$ cat src/rtl/speech_pwm_pkg.sv
// Shared widths and helpers for the speech PWM block.
// Assumes: sample width sets the frame length (2**width cycles).
package speech_pwm_pkg;
    localparam int SAMPLE_W_DEF = 7;
    localparam int DRV_N_DEF    = 3;

    // Last count of a frame for a given sample width.
    function automatic int frame_last(input int w);
        return (1 << w) - 1;
    endfunction
endpackage

$ cat src/rtl/speech_pwm_ctrl.sv
// Control register file: master bit, command (enable + drivers), sample.
// Assumes: mode requests and the master-clear write both wipe the command
// settings; commands are accepted only while the master bit is set.
module speech_pwm_ctrl #(
    parameter int SAMPLE_W = 7,
    parameter int DRV_N    = 3
) (
    input  logic                clk,
    input  logic                rst_n,
    input  logic                sleep_req,
    input  logic                idle_req,
    input  logic                voice_we,
    input  logic                voice_pwm,
    input  logic                cmd_we,
    input  logic [DRV_N:0]      cmd_wdata,
    input  logic                data_we,
    input  logic [SAMPLE_W-1:0] data_wdata,
    output logic                master_q,
    output logic                pwme_q,
    output logic [DRV_N-1:0]    drv_q,
    output logic [SAMPLE_W-1:0] sample_q
);
    logic mode_off;
    logic wipe;

    // Decode the events that clear the voice settings.
    always_comb begin
        mode_off = sleep_req | idle_req;
        wipe     = mode_off | (voice_we & ~voice_pwm);
    end

    // Master bit: mode entry clears it, otherwise a voice write sets it.
    always_ff @(posedge clk) begin
        if (!rst_n)          master_q <= 1'b0;
        else if (mode_off)   master_q <= 1'b0;
        else if (voice_we)   master_q <= voice_pwm;
    end

    // Command register: wiped with the master bit, written only when armed.
    always_ff @(posedge clk) begin
        if (!rst_n || wipe) begin
            pwme_q <= 1'b0;
            drv_q  <= '0;
        end else if (cmd_we && master_q) begin
            pwme_q <= cmd_wdata[DRV_N];
            drv_q  <= cmd_wdata[DRV_N-1:0];
        end
    end

    // Shared sample register: always writable.
    always_ff @(posedge clk) begin
        if (!rst_n)       sample_q <= '0;
        else if (data_we) sample_q <= data_wdata;
    end
endmodule

$ cat src/rtl/speech_pwm_frame.sv
// Frame counter and duty comparator.
// Assumes: run is low whenever the counting clock is gated off; the counter
// then holds at zero and the duty register tracks the sample so that a new
// run begins a fresh frame with the latest value.
module speech_pwm_frame #(
    parameter int SAMPLE_W = 7
) (
    input  logic                clk,
    input  logic                rst_n,
    input  logic                run,
    input  logic [SAMPLE_W-1:0] sample_q,
    output logic [SAMPLE_W-1:0] cnt_q,
    output logic [SAMPLE_W-1:0] duty_q,
    output logic                raw_hi
);
    localparam logic [SAMPLE_W-1:0] LAST =
        SAMPLE_W'(speech_pwm_pkg::frame_last(SAMPLE_W));

    // Position within the frame; wraps at the boundary.
    always_ff @(posedge clk) begin
        if (!rst_n || !run) cnt_q <= '0;
        else                cnt_q <= cnt_q + 1'b1;
    end

    // Duty value in use; reloaded only at a frame boundary while running.
    always_ff @(posedge clk) begin
        if (!rst_n)              duty_q <= '0;
        else if (!run)           duty_q <= sample_q;
        else if (cnt_q == LAST)  duty_q <= sample_q;
    end

    // High phase occupies the first duty_q counts.
    always_comb raw_hi = (cnt_q < duty_q);
endmodule

$ cat src/rtl/speech_pwm_drive.sv
// Output stage: complementary pin pair and per-driver enables.
// Assumes: run already includes master, enable and clock-mode gating.
module speech_pwm_drive #(
    parameter int DRV_N = 3
) (
    input  logic             run,
    input  logic             raw_hi,
    input  logic [DRV_N-1:0] drv_q,
    output logic             pwm_p,
    output logic             pwm_n,
    output logic [DRV_N-1:0] drv_mask
);
    // Pin pair: complementary while running, both low otherwise.
    always_comb begin
        pwm_p = run & raw_hi;
        pwm_n = run & ~raw_hi;
    end

    // One enable per parallel driver.
    for (genvar i = 0; i < DRV_N; i++) begin : g_drv
        always_comb drv_mask[i] = run & drv_q[i];
    end
endmodule

$ cat src/rtl/speech_pwm.sv
// Complementary speech PWM top: registers, frame generator, output stage.
// Assumes: clk is the fast clock; slow_only marks slow-clock-only operation
// in which the counting clock is unavailable.
module speech_pwm #(
    parameter int SAMPLE_W = speech_pwm_pkg::SAMPLE_W_DEF,
    parameter int DRV_N    = speech_pwm_pkg::DRV_N_DEF
) (
    input  logic                clk,
    input  logic                rst_n,
    input  logic                slow_only,
    input  logic                sleep_req,
    input  logic                idle_req,
    input  logic                voice_we,
    input  logic                voice_pwm,
    input  logic                cmd_we,
    input  logic [DRV_N:0]      cmd_wdata,
    input  logic                data_we,
    input  logic [SAMPLE_W-1:0] data_wdata,
    output logic                pwm_p,
    output logic                pwm_n,
    output logic [DRV_N-1:0]    drv_mask
);
    logic                master_q;
    logic                pwme_q;
    logic [DRV_N-1:0]    drv_q;
    logic [SAMPLE_W-1:0] sample_q;
    logic [SAMPLE_W-1:0] cnt_q;
    logic [SAMPLE_W-1:0] duty_q;
    logic                raw_hi;
    logic                run;

    // Counting clock gate: armed, enabled and fast clock available.
    always_comb run = master_q & pwme_q & ~slow_only;

    speech_pwm_ctrl #(.SAMPLE_W(SAMPLE_W), .DRV_N(DRV_N)) u_ctrl (
        .clk(clk), .rst_n(rst_n),
        .sleep_req(sleep_req), .idle_req(idle_req),
        .voice_we(voice_we), .voice_pwm(voice_pwm),
        .cmd_we(cmd_we), .cmd_wdata(cmd_wdata),
        .data_we(data_we), .data_wdata(data_wdata),
        .master_q(master_q), .pwme_q(pwme_q),
        .drv_q(drv_q), .sample_q(sample_q)
    );

    speech_pwm_frame #(.SAMPLE_W(SAMPLE_W)) u_frame (
        .clk(clk), .rst_n(rst_n), .run(run), .sample_q(sample_q),
        .cnt_q(cnt_q), .duty_q(duty_q), .raw_hi(raw_hi)
    );

    speech_pwm_drive #(.DRV_N(DRV_N)) u_drive (
        .run(run), .raw_hi(raw_hi), .drv_q(drv_q),
        .pwm_p(pwm_p), .pwm_n(pwm_n), .drv_mask(drv_mask)
    );
endmodule

$ cat config.mk
export PLATFORM = sky130hd
export DESIGN_NAME = speech_pwm
export DESIGN_NICKNAME = d
export VERILOG_FILES = /design/src/rtl/speech_pwm_pkg.sv /design/src/rtl/speech_pwm_ctrl.sv /design/src/rtl/speech_pwm_frame.sv /design/src/rtl/speech_pwm_drive.sv /design/src/rtl/speech_pwm.sv
export SDC_FILE = /design/constraint.sdc
export NUM_CORES = 1
export LEC_CHECK = 0
export BUFFER_PORTS_ARGS = -buffer_cell sky130_fd_sc_hd__buf_2
export CAP_MARGIN = 20
export CORE_AREA = 5 5 53 55
export CTS_CLUSTER_DIAMETER = 150
export DETAILED_ROUTE_END_ITERATION = 10
export DIE_AREA = 0 0 58 60
export HOLD_SLACK_MARGIN = 0.08
export PLACE_DENSITY = 0.82
export SYNTH_ARGS = -nofsm -noshare
export SYNTH_HDL_FRONTEND = slang
export SYNTH_HIERARCHICAL = 1
export SYNTH_SLANG_ARGS = --single-unit
$ cat constraint.sdc
create_clock -name clk -period 2.6 [get_ports clk]
set_input_delay 0.26 -clock clk [delete_from_list [all_inputs] [get_ports clk]]
set_output_delay 0.26 -clock clk [all_outputs]
set_load 0.1 [all_outputs]
* After elaboration in Yosys (flattened, before gate mapping)
Cells that the tools add are included.
** Word-level totals
- Logic and storage cells :: 32
- Register bits :: 26
** Cells by class
- Bitwise gates (word level) :: 14
- Mux-type cells :: 2
- Add/sub/neg operators :: 1
- Eq/ne operators :: 2
- Magnitude comparators :: 1
- Reductions and logical operators :: 6
** Operator list (number)
- $mux 7 :: 2
- $and 1x1->1 :: 8
- $add 7x1->7 const B :: 1
- $eq 7x7->1 const B :: 1
- $lt 7x7->1 :: 1
- $not 1->1 :: 4
- $logic_not 1->1 :: 2
- $logic_or 1x1->1 :: 2
- $ne 2x2->1 const B :: 1
- $or 1x1->1 :: 2
- $reduce_or 2->1 :: 1
- $logic_and 1x1->1 :: 1

* Longest topological paths before layout
- Word-level depth :: 4
- Depth in mapped cells :: 7
- Depth with buffers taken out :: 7

* By module
Netlist, hierarchy kept.
** Modules (own cells, without submodules)
- speech_pwm_frame :: area each 689.4 µm², cells an instance 80, times used 1
- speech_pwm_ctrl :: area each 508.0 µm², cells an instance 45, times used 1
- speech_pwm_drive :: area each 31.3 µm², cells an instance 5, times used 1
- speech_pwm :: area each 8.8 µm², cells an instance 1, times used 1

* Worst setup path after synthesis
OpenSTA, ideal clock, no wires.
- Path type :: register to output
- Start :: register u_frame.cnt_q[2]
- End :: output port pwm_n
- Arrival time :: 2.393 ns
- Data required time :: 2.340 ns
- Cell stages (with the launch flop) :: 7
- Setup slack :: -0.053 ns
- Cells stage by stage :: dfxtp_1 ha_1 nand2_1 o21ai_0 a21oi_1 o21a_1 nor2b_1
** Between the ends
- Longest elaborated chain between the ends :: 3
** Ends and longest elaborated chain
- from (decl) :: line speech_pwm_frame.sv:12 : output logic [SAMPLE_W-1:0] cnt_q,
- from (signal assigned) :: line speech_pwm_frame.sv:22 : else cnt_q <= cnt_q + 1'b1;
- $lt 7x7->1 :: line speech_pwm_frame.sv:33 : always_comb raw_hi = (cnt_q < duty_q);
- via raw_hi :: line speech_pwm.sv:29 : logic raw_hi;
- $not 1->1 :: line speech_pwm_drive.sv:16 : pwm_n = run & ~raw_hi;
- $and 1x1->1 :: line speech_pwm_drive.sv:16
- to (decl) :: line speech_pwm.sv:20 : output logic pwm_n,
The timed path passes the listed nets, and every way through them passes these cells.

* Final worst setup path
- Start :: register u_frame.cnt_q[2]
- End :: output port pwm_p
** Between the ends
- Longest elaborated chain between the ends :: 2
** Ends and longest elaborated chain
- $lt 7x7->1 :: line speech_pwm_frame.sv:33
- via raw_hi :: line speech_pwm.sv:29
- $and 1x1->1 :: line speech_pwm_drive.sv:15 : pwm_p = run & raw_hi;
- to (decl) :: line speech_pwm.sv:19 : output logic pwm_p,
The timed path passes the listed nets, and every way through them passes these cells.

==> flow_summary.toml <==
[run_status]
status = "completed"

[pwr]
netSwitchingFraction_pct = 20.37
p_leak_nw = 0.5881
power_density_mw_per_mm2 = 525.0
seq_power_share_pct = 55.8
p_int_mw = 0.5932
p_switching_mw = 0.1518
pwr-share-comb_pct = 7.4
pwr-share-clk_pct = 36.7
ir_worst_vdd_mv = 0.4541

[setup_path]
cp.arrival_ns = 2.19
critical_path.endpoint_type = "primary output"
cp.required_ns = 2.34
r2r-end = "u_frame/duty_q[2]$_SDFFE_PN0P_"
critPathTopFamily = "compound AO/OA/AOI/OAI gates"
slowest_delay_ns = 0.45
path_buf_inv = 1
path_class = "reg -> out"
rr_startpoint = "u_ctrl/master_q$_SDFFE_PP0P_"
reg2regPathDepth = 4
startpoint_type = "register"
r2r_slack_ns = 1.19
crit_path_max_fanout = 4
cp-startpoint = "u_frame/cnt_q[2]$_SDFF_PP0_"
path_cells = "ha_1, a21oi_1, o21ai_0, a21oi_1, o21a_1, and2_1, buf_2"
crit_path_end = "pwm_p"
critPathSlowestCell = "dfxtp_1"
cp_common_cell = "a21oi_1"
worst-path-stages = 7

[sta]
worst_pin_slew_ns = 0.5508
grt_setup_unrepaired = "no"
fmax_ghz = 0.4078
period_needed_ns = 2.452
final-setup-viol-count = 0
finalSetupTns_ns = 0
slew_headroom_pct = 63.21
fin_crit_sh_pct = 94.32
fin_ws_ns = 0.1478
final_hold_viol_count = 0
slew_violations = 0
finClkSkew_ns = 0.002530

[synth]
synth_nets = 158
synth_cells = 131
ys_seq_area_share_pct = 42.06
synth_area_leaders = "dfxtp_1 (42%), ha_1 (7.1%), mux2i_1 (5.7%)"
syn_area_mm2 = 0.001237
ys_ff_latch = 26
synth_cell_types = 28
yosysWarningCount = 6
yosysTopAreaCellShare_pct = 42.06
synth_area_leader_cell = "dfxtp_1"
postSynthAreaPerCell_um2 = 9.446

[routing]
drt-vias-per-instance = 5.158
first_iter_violations = 16
route.detailed.drc = 0
ant_nets = 0
wl_per_cell_um = 12.07
drt_first_pass_iters = 4
vias = 944
routed_wl_mm = 2.209

[placed_design]
place_area_mm2 = 0.001366
hpwl_mm = 1.666
dpl_worst_slack_ns = 0.5168
port_buffers = 24
numPlacedInstances = 179
gp_congestion = 0.6980

[global_route]
grt_pass1_wl_mm = 3.864
track_usage_pct = 14.12
grt_pass1_vias = 907
grt.overflow.total = 0
grt_max_degree = 25
grt_antenna_before_repair = 0

[hold_path]
hold_path_class = "in -> reg"

[floorplan]
placement_rows = 18
ios = 25
die-area_mm2 = 0.003480
core_area_mm2 = 0.002342
die_w_um = 58
die_h_um = 60
start_util_pct = 52.83

[clock_network]
cts_tree = "done"
ctsResizeCount = 0
cts_root_buf = "clkbuf_4"
post_cts_buffers = 0
clk_latency_ns = 0.32
ctsHtreeMaxLevel = 1
clk_path_buf_depth = 2
cts_made_buffers = 3
clk_pin_slew_worst_paths_ns = 0.14
ctsHoldBuffers = 0
cts.sinks = 26

[layout]
num_antenna_cells = 0
final_common_cell = "dfxtp_1"
nNetsFinal = 181
postLayoutCellArea_mm2 = 0.001419
fin_util_pct = 60.58
layout_common_cells = "dfxtp_1 (26), buf_2 (24), nand3_1 (14), nand2_1 (10)"
area_growth_pct = 14.66
final_cell_count_no_fill = 183
drive_gt1_share_pct = 26.80

[run]
cap_violations = 0
cells by family after synthesis:
group	after synthesis	synth area share, %
buffers and inverters	12	4.347
AO/OA/AOI/OAI	24	15.07
adder cells (fa/ha/maj)	7	7.078
flip-flops	26	42.06
multiplexers	7	5.663
AND/OR/NAND/NOR	51	22.95
XOR/XNOR	4	2.832
how the worst min path moves through the flow:
stage / startpoint / end / slack, ns / depth (start not counted)
CTS: voice_we / u_ctrl/master_q$_SDFFE_PP0P_ / 0.17 / 3
floorplan: rst_n / u_ctrl/sample_q[0]$_SDFFE_PN0P_ / 0.39 / 1
global route: data_wdata[1] / u_ctrl/sample_q[1]$_SDFFE_PN0P_ / 0.17 / 3
finish: voice_we / u_ctrl/master_q$_SDFFE_PP0P_ / 0.18 / 3
global placement: u_frame/duty_q[3]$_SDFFE_PN0P_ / u_frame/duty_q[3]$_SDFFE_PN0P_ / 0.45 / 2
detailed placement: u_frame/duty_q[0]$_SDFFE_PN0P_ / u_frame/duty_q[0]$_SDFFE_PN0P_ / 0.45 / 2
layer usage:
metal  routed length [µm]  global-route usage, %  vias to the layer above
met5                    0                      0                        -
met4                   10                  4.305                        0
met3                  101                  4.104                        2
met2                 1042                  23.87                       16
met1                 1053                  17.32                      437
li1                     -                      -                      489
sequential cells by signal (all words and copies together), names as in the netlist:
register / flops
u_ctrl/drv_q: 3
u_frame/cnt_q: 7
u_ctrl/master_q: 1
u_ctrl/pwme_q: 1
u_ctrl/sample_q: 7
u_frame/duty_q: 7
metrics by stage:
| stage | hold WS [ns] | power, mW |
|---|---|---|
| floorplan | 0.3882 | 0.4597 |
| global placement | 0.4463 | 0.4761 |
| detailed placement | 0.4524 | 0.4798 |
| CTS | 0.1681 | 0.7556 |
| global route | 0.1697 | 0.7809 |
| finish | 0.1761 | 0.7450 |
worst min-delay path: cells and delay by family:
kind                   cells  cell delay, ns
AND/OR/NAND/NOR            2            0.12
buffers and inverters      1            0.08
area by class of cell:
| cell class | instances | area (µm²) |
|---|---|---|
| fill | 217 | 923.4 |
| multi-input combinational | 93 | 665.6 |
| sequential | 26 | 520.5 |
| timing repair buffer | 24 | 120.1 |
| tap | 30 | 37.54 |
| clock inverter | 1 | 30.03 |
| clock buffer | 3 | 22.52 |
| inverter | 6 | 22.52 |
power groups by stage:
stage               combinational (mW)  sequential [mW]  clock, mW
floorplan                       0.0375            0.422          0
global route                    0.0623            0.417      0.301
finish                          0.0553            0.416      0.274
detailed placement              0.0550            0.425          0
CTS                             0.0553            0.416      0.284
global placement                0.0519            0.424          0
Yosys cell counts (all sizes together):
master	n
nor2	6
a211oi	4
a21bo	4
ha	7
nor3	1
nand2	10
dfxtp	26
and3	2
or3b	1
inv	6
xnor2	2
a21oi	4
mux2i	7
and2	4
o21ai	10
a21o	1
xor2	2
nor2b	10
nand3	15
or3	1
buf	5
and3b	1
clkbuf	1
o21a	1
Power figures use the tool's default switching activity.
